[config.mk]
export PLATFORM = sky130hd
export DESIGN_NAME = asid_tlb
export DESIGN_NICKNAME = d
export VERILOG_FILES = /design/src/rtl/tlb_pkg.sv /design/src/rtl/tlb_ctrl.sv /design/src/rtl/tlb_store.sv /design/src/rtl/asid_tlb.sv
export SDC_FILE = /design/constraint.sdc
export NUM_CORES = 1
export LEC_CHECK = 0
export BUFFER_PORTS_ARGS = -buffer_cell sky130_fd_sc_hd__buf_2
export CORE_ASPECT_RATIO = 0.75
export CORE_MARGIN = 2
export CORE_UTILIZATION = 40
export CTS_BUF_LIST = sky130_fd_sc_hd__clkbuf_4 sky130_fd_sc_hd__clkbuf_8
export CTS_CLUSTER_SIZE = 10
export DETAILED_ROUTE_END_ITERATION = 10
export GPL_ROUTABILITY_DRIVEN = 0
export PLACE_DENSITY = 0.67
export REMOVE_ABC_BUFFERS = 1
export SYNTH_ARGS = -nofsm -noshare
export SYNTH_HDL_FRONTEND = slang
export SYNTH_SLANG_ARGS = --single-unit
[constraint.sdc]
create_clock -name clk -period 9.8 [get_ports clk]
set_input_delay 0.49 -clock clk [delete_from_list [all_inputs] [get_ports clk]]
set_output_delay 0.49 -clock clk [all_outputs]
set_load 0.02 [all_outputs]
[src/rtl/tlb_pkg.sv]
package tlb_pkg;

  typedef enum logic [1:0] {
    FLT_NONE = 2'b00,
    FLT_PROT = 2'b01,
    FLT_MISS = 2'b10
  } fault_e;

  localparam logic [1:0] ACC_READ  = 2'b00;
  localparam logic [1:0] ACC_WRITE = 2'b01;
  localparam logic [1:0] ACC_EXEC  = 2'b10;

  // strobes from control to the entry store
  typedef struct packed {
    logic wrEn;
    logic clrAll;
    logic clrId;
  } tlbStrobe_t;

endpackage

[src/rtl/tlb_ctrl.sv]
module tlb_ctrl
  import tlb_pkg::*;
#(
  parameter int ENTRIES = 8,
  localparam int IDX_W = (ENTRIES > 1) ? $clog2(ENTRIES) : 1
) (
  input  logic             clk,
  input  logic             rst_n,
  input  logic             insValid,
  input  logic             flushAll,
  input  logic             flushById,
  input  logic             insMatchAny,
  input  logic [IDX_W-1:0] insMatchIdx,
  output tlbStrobe_t       strb,
  output logic [IDX_W-1:0] wrIdx
);

  logic [IDX_W-1:0] victimPtr;
  logic [IDX_W-1:0] victimNext;

  always_comb begin
    strb.clrAll = flushAll;
    strb.clrId  = flushById & ~flushAll;
    strb.wrEn   = insValid & ~flushAll;
    wrIdx       = insMatchAny ? insMatchIdx : victimPtr;
    if (victimPtr == IDX_W'(ENTRIES - 1)) victimNext = '0;
    else victimNext = victimPtr + 1'b1;
  end

  always_ff @(posedge clk) begin
    if (!rst_n) victimPtr <= '0;
    else if (strb.wrEn && !insMatchAny) victimPtr <= victimNext;
  end


  ptr_advance_chk: assert property (@(posedge clk) disable iff (!rst_n)
    (strb.wrEn && !insMatchAny) |=>
      (victimPtr == (($past(victimPtr) == IDX_W'(ENTRIES - 1)) ? '0 : $past(victimPtr) + 1'b1)));


  ptr_hold_chk: assert property (@(posedge clk) disable iff (!rst_n)
    (strb.wrEn && insMatchAny) |=> (victimPtr == $past(victimPtr)));


  drop_ins_chk: assert property (@(posedge clk) disable iff (!rst_n)
    flushAll |-> !strb.wrEn);

endmodule

[src/rtl/tlb_store.sv]
module tlb_store
  import tlb_pkg::*;
#(
  parameter int ENTRIES = 8,
  parameter int VPN_W   = 8,
  parameter int PFN_W   = 8,
  parameter int OFF_W   = 8,
  parameter int ASID_W  = 8,
  localparam int IDX_W  = (ENTRIES > 1) ? $clog2(ENTRIES) : 1
) (
  input  logic                   clk,
  input  logic                   rst_n,
  input  logic [VPN_W-1:0]       lkVpn,
  input  logic [OFF_W-1:0]       lkOff,
  input  logic [1:0]             accType,
  input  logic [ASID_W-1:0]      curAsid,
  input  logic [VPN_W-1:0]       insVpn,
  input  logic [PFN_W-1:0]       insPfn,
  input  logic [ASID_W-1:0]      insAsid,
  input  logic [2:0]             insProt,
  input  logic [ASID_W-1:0]      flushId,
  input  tlbStrobe_t             strb,
  input  logic [IDX_W-1:0]       wrIdx,
  output logic                   insMatchAny,
  output logic [IDX_W-1:0]       insMatchIdx,
  output logic                   hit,
  output fault_e                 fault,
  output logic [PFN_W+OFF_W-1:0] pa
);

  logic [ENTRIES-1:0] entValid;
  logic [ENTRIES-1:0] lkMatch;
  logic [ENTRIES-1:0] insMatch;
  logic [VPN_W-1:0]   entVpn  [ENTRIES];
  logic [PFN_W-1:0]   entPfn  [ENTRIES];
  logic [ASID_W-1:0]  entAsid [ENTRIES];
  logic [2:0]         entProt [ENTRIES];

  for (genvar i = 0; i < ENTRIES; i++) begin : g_ent
    always_ff @(posedge clk) begin
      if (!rst_n) entValid[i] <= 1'b0;
      else if (strb.clrAll) entValid[i] <= 1'b0;
      else if (strb.wrEn && wrIdx == IDX_W'(i)) entValid[i] <= 1'b1;
      else if (strb.clrId && entAsid[i] == flushId) entValid[i] <= 1'b0;
    end

    always_ff @(posedge clk) begin
      if (strb.wrEn && wrIdx == IDX_W'(i)) begin
        entVpn[i]  <= insVpn;
        entPfn[i]  <= insPfn;
        entAsid[i] <= insAsid;
        entProt[i] <= insProt;
      end
    end

    assign lkMatch[i]  = entValid[i] && entVpn[i] == lkVpn && entAsid[i] == curAsid;
    assign insMatch[i] = entValid[i] && entVpn[i] == insVpn && entAsid[i] == insAsid;
  end

  logic [PFN_W-1:0] selPfn;
  logic [2:0]       selProt;
  logic             permit;

  always_comb begin
    selPfn      = '0;
    selProt     = '0;
    insMatchIdx = '0;
    for (int i = 0; i < ENTRIES; i++) begin
      if (lkMatch[i]) begin
        selPfn  = selPfn | entPfn[i];
        selProt = selProt | entProt[i];
      end
      if (insMatch[i]) insMatchIdx = insMatchIdx | IDX_W'(i);
    end
    insMatchAny = |insMatch;
    hit = |lkMatch;
    unique case (accType)
      ACC_READ:  permit = selProt[0];
      ACC_WRITE: permit = selProt[1];
      ACC_EXEC:  permit = selProt[2];
      default:   permit = 1'b0;
    endcase
    if (!hit) fault = FLT_MISS;
    else if (!permit) fault = FLT_PROT;
    else fault = FLT_NONE;
    pa = (fault == FLT_NONE) ? {selPfn, lkOff} : '0;
  end


  single_match_chk: assert property (@(posedge clk) disable iff (!rst_n)
    $onehot0(lkMatch) && $onehot0(insMatch));


  ins_lands_chk: assert property (@(posedge clk) disable iff (!rst_n)
    strb.wrEn |=> entValid[$past(wrIdx)]);


  clear_all_chk: assert property (@(posedge clk) disable iff (!rst_n)
    strb.clrAll |=> (entValid == '0));


  prot_zero_chk: assert property (@(posedge clk) disable iff (!rst_n)
    (fault == FLT_PROT) |-> (hit && pa == '0));

endmodule

[src/rtl/asid_tlb.sv]
module asid_tlb
  import tlb_pkg::*;
#(
  parameter int ENTRIES = 8,
  parameter int VA_W    = 16,
  parameter int OFF_W   = 8,
  parameter int PFN_W   = 8,
  parameter int ASID_W  = 8,
  localparam int VPN_W  = VA_W - OFF_W,
  localparam int PA_W   = PFN_W + OFF_W
) (
  input  logic              clk,
  input  logic              rst_n,
  input  logic [VA_W-1:0]   va,
  input  logic [1:0]        accType,
  input  logic [ASID_W-1:0] curAsid,
  input  logic              insValid,
  input  logic [VPN_W-1:0]  insVpn,
  input  logic [PFN_W-1:0]  insPfn,
  input  logic [ASID_W-1:0] insAsid,
  input  logic [2:0]        insProt,
  input  logic              flushAll,
  input  logic              flushById,
  input  logic [ASID_W-1:0] flushId,
  output logic              hit,
  output logic [1:0]        fault,
  output logic [PA_W-1:0]   pa
);

  localparam int IDX_W = (ENTRIES > 1) ? $clog2(ENTRIES) : 1;

  tlbStrobe_t       strb;
  logic [IDX_W-1:0] wrIdx;
  logic [IDX_W-1:0] insMatchIdx;
  logic             insMatchAny;
  fault_e           faultCode;

  tlb_ctrl #(.ENTRIES(ENTRIES)) u_ctrl (
    .clk(clk), .rst_n(rst_n), .insValid(insValid), .flushAll(flushAll),
    .flushById(flushById), .insMatchAny(insMatchAny), .insMatchIdx(insMatchIdx),
    .strb(strb), .wrIdx(wrIdx)
  );

  tlb_store #(
    .ENTRIES(ENTRIES), .VPN_W(VPN_W), .PFN_W(PFN_W), .OFF_W(OFF_W), .ASID_W(ASID_W)
  ) u_store (
    .clk(clk), .rst_n(rst_n),
    .lkVpn(va[VA_W-1:OFF_W]), .lkOff(va[OFF_W-1:0]),
    .accType(accType), .curAsid(curAsid),
    .insVpn(insVpn), .insPfn(insPfn), .insAsid(insAsid), .insProt(insProt),
    .flushId(flushId), .strb(strb), .wrIdx(wrIdx),
    .insMatchAny(insMatchAny), .insMatchIdx(insMatchIdx),
    .hit(hit), .fault(faultCode), .pa(pa)
  );

  assign fault = faultCode;


  flush_nohit_chk: assert property (@(posedge clk) disable iff (!rst_n)
    flushAll |=> !hit);


  miss_code_chk: assert property (@(posedge clk) disable iff (!rst_n)
    (hit == (fault != 2'b10)) && (fault != 2'b11));

endmodule

== Word level (Yosys, flattened, before mapping) ==
Memories as Yosys holds them, arrays and structs flattened.
Cells that the tools add are included.

* Bits in registers: 11
* Bits in writable memories: 216
* Input port bits: 66
* Output and inout bits: 19
* Logic and storage cells: 319
* Memories: 4

{| class="wikitable"
|+ Memories
! memory !! depth !! width !! rd ports !! clocked after memory_dff !! write ports !! line !! text
|-
| u_store.entAsid || 8 || 8 || 8 || 0 || 1 || tlb_store.sv:36 || <nowiki>logic [ASID_W-1:0] entAsid [ENTRIES];</nowiki>
|-
| u_store.entPfn || 8 || 8 || 8 || 0 || 1 || tlb_store.sv:35 || <nowiki>logic [PFN_W-1:0] entPfn [ENTRIES];</nowiki>
|-
| u_store.entVpn || 8 || 8 || 8 || 0 || 1 || tlb_store.sv:34 || <nowiki>logic [VPN_W-1:0] entVpn [ENTRIES];</nowiki>
|-
| u_store.entProt || 8 || 3 || 8 || 0 || 1 || tlb_store.sv:37 || <nowiki>logic [2:0] entProt [ENTRIES];</nowiki>
|}

* Add/sub/neg operators: 1
* Eq/ne operators: 50
* Mux-type cells: 145
* Bitwise logic cells: 18
* Reductions and logical operators: 92

{| class="wikitable"
|+ Operator list
! kind !! count
|-
| == test 8 bit || 40
|-
| two-way mux 8 bit || 29
|-
| OR reduction 8 bit || 23
|-
| two-way mux 3 bit || 49
|-
| two-way mux 1 bit || 62
|-
| OR 8 bit || 7
|-
| logical AND 1 bit || 49
|-
| OR 3 bit || 7
|-
| OR reduction 3 bit || 7
|-
| two-way mux 16 bit || 1
|-
| nonzero test 2 bit || 8
|-
| == test 3 bit (second input constant) || 5
|-
| == test 3 x 2 -> 1 bit (second input constant) || 2
|-
| two-way mux 2 bit || 3
|-
| logical NOT 2 bit || 2
|-
| adder 3 x 1 -> 3 bit (second input constant) || 1
|-
| == test 3 x 1 -> 1 bit (second input constant) || 1
|-
| logical NOT 3 bit || 1
|-
| one-hot mux 1 bit (3 select lines) || 1
|-
| bitwise AND 1 bit || 2
|-
| == test 2 x 1 -> 1 bit (second input constant) || 1
|-
| == test 2 bit (second input constant) || 1
|-
| NOT 1 bit || 2
|-
| OR reduction 2 bit || 1
|-
| logical NOT 1 bit || 1
|}

== Depth between registers and ports, before layout ==
An unclocked memory read counts as a cell.

* Depth after elaboration: 24
* Gate-level depth with buffers: 10
* Gate-level depth less buffers: 7

== Modules after synthesis ==
A second synthesis with hierarchy kept.

* Cells, all modules: 904
* Area, all modules: 11,888.9 µm²

{| class="wikitable"
|+ By module, submodules not included
! module !! instances !! cells an instance !! area each (µm²) !! seq. area each (µm²)
|-
| tlb_store || 1 || 883 || 11,676.2 || 6,646.4
|-
| tlb_ctrl || 1 || 21 || 212.7 || 60.1
|}

== Worst setup path after synthesis ==
OpenSTA, ideal clock, no wires.

* Path type: input port to flip-flop
* Start point: input port insVpn[5]
* End point: memory u_store.entAsid[4][0] (netlist: u_store.entAsid[1][0]) (enable)
* Library setup time: 0.411 ns
* Data arrival time: 3.092 ns
* Data required time: 9.389 ns
* Setup slack: 6.297 ns
* Cell stages on the path: 8
* Path buffers: 1
* Cell sequence: buf_2 > xor2_1 > nor4_1 > nand4_1 > o22ai_1 > or3_4 > o31a_1 > nor2_1

* Word-level cells in the longest chain between the ends: 23
* Elaborated cells between the ends (all ways): 86
* Those cells by class: 15 x eq/ne; 38 x mux; 33 x reduce/logical

{| class="wikitable"
|+ Ends and longest elaborated chain
! what !! line !! text
|-
| start: declaration || asid_tlb.sv:18 || <nowiki>input logic [VPN_W-1:0] insVpn,</nowiki>
|-
| == test 8 bit || tlb_store.sv:57 || <nowiki>assign insMatch[i] = entValid[i] && entVpn[i] == insVpn && entAsid[i] == insAsid;</nowiki>
|-
| logical AND 1 bit (2 in series) || tlb_store.sv:57 ||
|-
| two-way mux 1 bit || tlb_store.sv:73 || <nowiki>if (insMatch[i]) insMatchIdx = insMatchIdx | IDX_W'(i);</nowiki>
|-
| two-way mux 2 bit (2 in series) || tlb_store.sv:73 ||
|-
| two-way mux 3 bit (4 in series) || tlb_store.sv:73 ||
|-
| two-way mux 3 bit (*) || tlb_ctrl.sv:25 || <nowiki>wrIdx = insMatchAny ? insMatchIdx : victimPtr;</nowiki>
|-
| == test 3 x 1 -> 1 bit || tlb_store.sv:48 || <nowiki>if (strb.wrEn && wrIdx == IDX_W'(i)) begin</nowiki>
|-
| logical AND 1 bit || tlb_store.sv:48 ||
|-
| two-way mux 1 bit || tlb_store.sv:48 ||
|-
| two-way mux 1 bit (not written as such) || tlb_store.sv:51 || <nowiki>entAsid[i] <= insAsid;</nowiki>
|-
| OR reduction 8 bit (no source line) || n/a ||
|-
| two-way mux 3 bit (no source line) or two-way mux 1 bit (tied branches) (7 in series) || n/a ||
|-
| end: declaration || tlb_store.sv:36 ||
|}

Every way passes the cells marked *; elsewhere a longest branch is shown, timed or not.

==> results by group <==
STA
  • Rel. slew slack: 17.0%
  • Max Freq: 234 MHz
  • Final setup viols: 0
  • TNS Setup: 0 ns
  • Least-Margin Pin Slew: 1.24 ns
  • Final Hold Vio Count: 0
  • Final Cycle Share: 43.6%
  • Worst clock skew: 0.0390 ns
  • Pins Over Slew Limit: 0
  • Fin crit period: 4.28 ns
  • Setup ws final: 5.52 ns
  • RSZ-0062 raised after global routing: false

Clocking
  • Clk sinks: 227
  • Clk root buf: clkbuf_8
  • Number of H-tree levels: 2
  • # resized after CTS: 0
  • Worst skew pair latency: 0.54 ns
  • Clock Path Buffers: 3
  • Buffers inserted by post-CTS timing repair: 0
  • Total CTS buffers: 39
  • CTS Hold Bufs: 0
  • Clk slew on worst S/H paths: 0.06 ns
  • TritonCTS clock tree: yes

Global routing
  • GRT Total Usage: 23.9%
  • Vias in the first global route: 7995
  • First-pass GRT wire length: 54.3 mm
  • Gr ovfl total: 0
  • Initial antenna violation count: 0
  • Largest net degree at the start of global routing: 28

Placement
  • Post-place instance area: 12600 um^2
  • Worst slack, placed: 5.59 ns
  • Cells after DPL: 1348
  • IO Port Bufs: 84
  • DPL Wire Length: 27.0 mm

Cells and area
  • Commonest non-fill, non-tap cell in the layout: edfxtp_1
  • Non-Filler Instances: 1418
  • Filler cells: 2617
  • Fin area: 13300 um^2
  • Share of cells above drive strength 1: 17.0%
  • Reg area: 6710 um^2
  • Fin nets: 1065
  • Antenna Cells: 0
  • Area grow syn2layout: 11.2%
  • Area of the multi-input gates: 4930 um^2
  • Commonest cells after routing, fill and taps aside: edfxtp_1 (216), xor2_1 (176), xnor2_1 (144)

Synthesis
  • Post-synth EDFFs: 216
  • Fraction of the mapped netlist area in adder cells: 0.209%
  • XOR/XNOR share of the synthesized area: 23.4%
  • Sequential share of the synthesized area: 55.9%
  • Post-synthesis async set-or-reset flop share: 0%
  • Top cell type's share of synthesized area: 54.1%
  • Synth area leaders: edfxtp_1 (54%), xor2_1 (13%), xnor2_1 (11%)
  • Syn_area_per_cell: 13.0 um^2
  • Synth area leader: edfxtp_1
  • Largest family of logic cells by synthesized area: XOR/XNOR gates
  • Synthesized flop and latch total: 227
  • Synth Flop Type: edfxtp_1
  • Simple-Gate Fraction of Synth Area: 12.9%
  • Mapped cell area: 12000 um^2
  • Mux cell area share after synthesis: 0%
  • Ys Warns: 0
  • Syn Inst Count: 922
  • Number of distinct library cells after synthesis: 53
  • Synth Area in Compound Gates: 4.15%

Power and ir drop
  • Leak: 4.40 nW
  • Power, Total: 2.09 mW
  • Max VDD drop: 0.102 mV
  • PD cells: 156 nW/um^2

Detailed routing
  • DR iter-0 viols: 1284
  • Routed WL per cell: 26.7 um
  • # DRC: 0
  • Drt first pass iters: 5
  • Post-DRT Antenna Nets: 0
  • Vias per inst: 5.85
  • Total routed wirelength: 37.9 mm
  • Via Count: 8289

Run
  • Max-cap violations: 0

Run status
  • Outcome: completed

Die
  • Initial core utilization: 41.0%
  • # IOs: 85
  • Core Footprint: 29300 um^2
  • # rows: 54
  • Die H: 154 um
  • Die area: 31400 um^2
  • Die Wd: 204 um

Critical path
  • Critical Path RT: 9.31 ns
  • WS Path Type: flop to output pin
  • Setup crit end kind: output pin
  • Critical path fanouts, max: 9
  • CP Launch Type: flop
  • Critical path arrival: 3.79 ns

Hold path
  • Worst hold path type: input pin to flop
synth_stat cells, drive strengths merged, types with 4 or more instances:
library cell and count:
edfxtp 216, xor2 176, xnor2 144, nor4 49, nand3 48, nand4 41, buf 40, nor3 25
and3 20, nor2 18, and2 17, clkbuf 12, o22ai 12, dfxtp 11, nand2 11, a22oi 9
a22o 8, and4 8, o41ai 6, a2111oi 4, inv 4, nor2b 4, o211ai 4, o21ai 4
power by group:
group / total, mW / switching, mW / internal, mW / leakage [nW]
Combinational: 0.167 / 0.112 / 0.0550 / 1.96
Clock: 0.839 / 0.385 / 0.455 / 0.397
Sequential: 1.08 / 0.00829 / 1.07 / 2.04
cell type report:
cell class,instances,share of cell area (%)
Clock buffer,52,4.80
Clock inverter,18,0.891
Inverter,4,0.113
Multi-Input combinational cell,639,37.0
Sequential cell,227,50.3
Tap cell,392,3.68
Timing Repair Buffer,86,3.26
worst max-delay path, stage by stage, from the launching register on:
cell and delay (ns):
edfxtp_1 0.53, xnor2_1 0.26, nand4_1 0.25, nor4_2 1.08, and3_1 0.29, a221o_1 0.15
nor3_2 0.11, nor4_1 0.31, buf_2 0.24
per-stage QoR:
step	hold slack (ns)	utilization [%]
global route	0.199	45.6
CTS	0.197	45.6
finish	0.231	45.6
floorplan	0.459	-
global placement	0.496	43.0
detailed placement	0.498	43.0
cells by family after synthesis:
logic type / after synthesis
adders and majority gates: 2
AOI/OAI and AO/OA: 65
xor gates and xnor gates: 320
DFF: 227
buffers and inverters: 56
and+or+nand+nor: 252
sequential cells by signal, indices dropped and copies added (netlist names):
signal            cells
u_ctrl.victimPtr      3
u_store.entAsid      64
u_store.entPfn       64
u_store.entProt      24
u_store.entValid      8
u_store.entVpn       64
worst paths after layout:
kind / start / end / slack, ns / depth (start not counted)
setup / recovery: u_store.entAsid[0][18] / pa[9] / 5.52 / 8
hold / removal: insPfn[5] / u_store.entPfn[1][5] / 0.23 / 1
setup reg to reg: u_store.entVpn[1][13] / u_store.entAsid[0][28] / 5.78 / 8
hold reg to reg: u_ctrl.victimPtr[2] / u_ctrl.victimPtr[2] / 0.51 / 2
metal layers:
| layer | up-vias | global-route usage, % | share of wire, % |
|---|---|---|---|
| met5 | - | 0 | 0 |
| met4 | 0 | 6.78 | 2.7 |
| met3 | 71 | 9.09 | 14 |
| met2 | 595 | 31.3 | 39 |
| met1 | 4056 | 36.1 | 44 |
| li1 | 3567 | - | - |
Note: power is estimated with default switching activity, not from simulation.
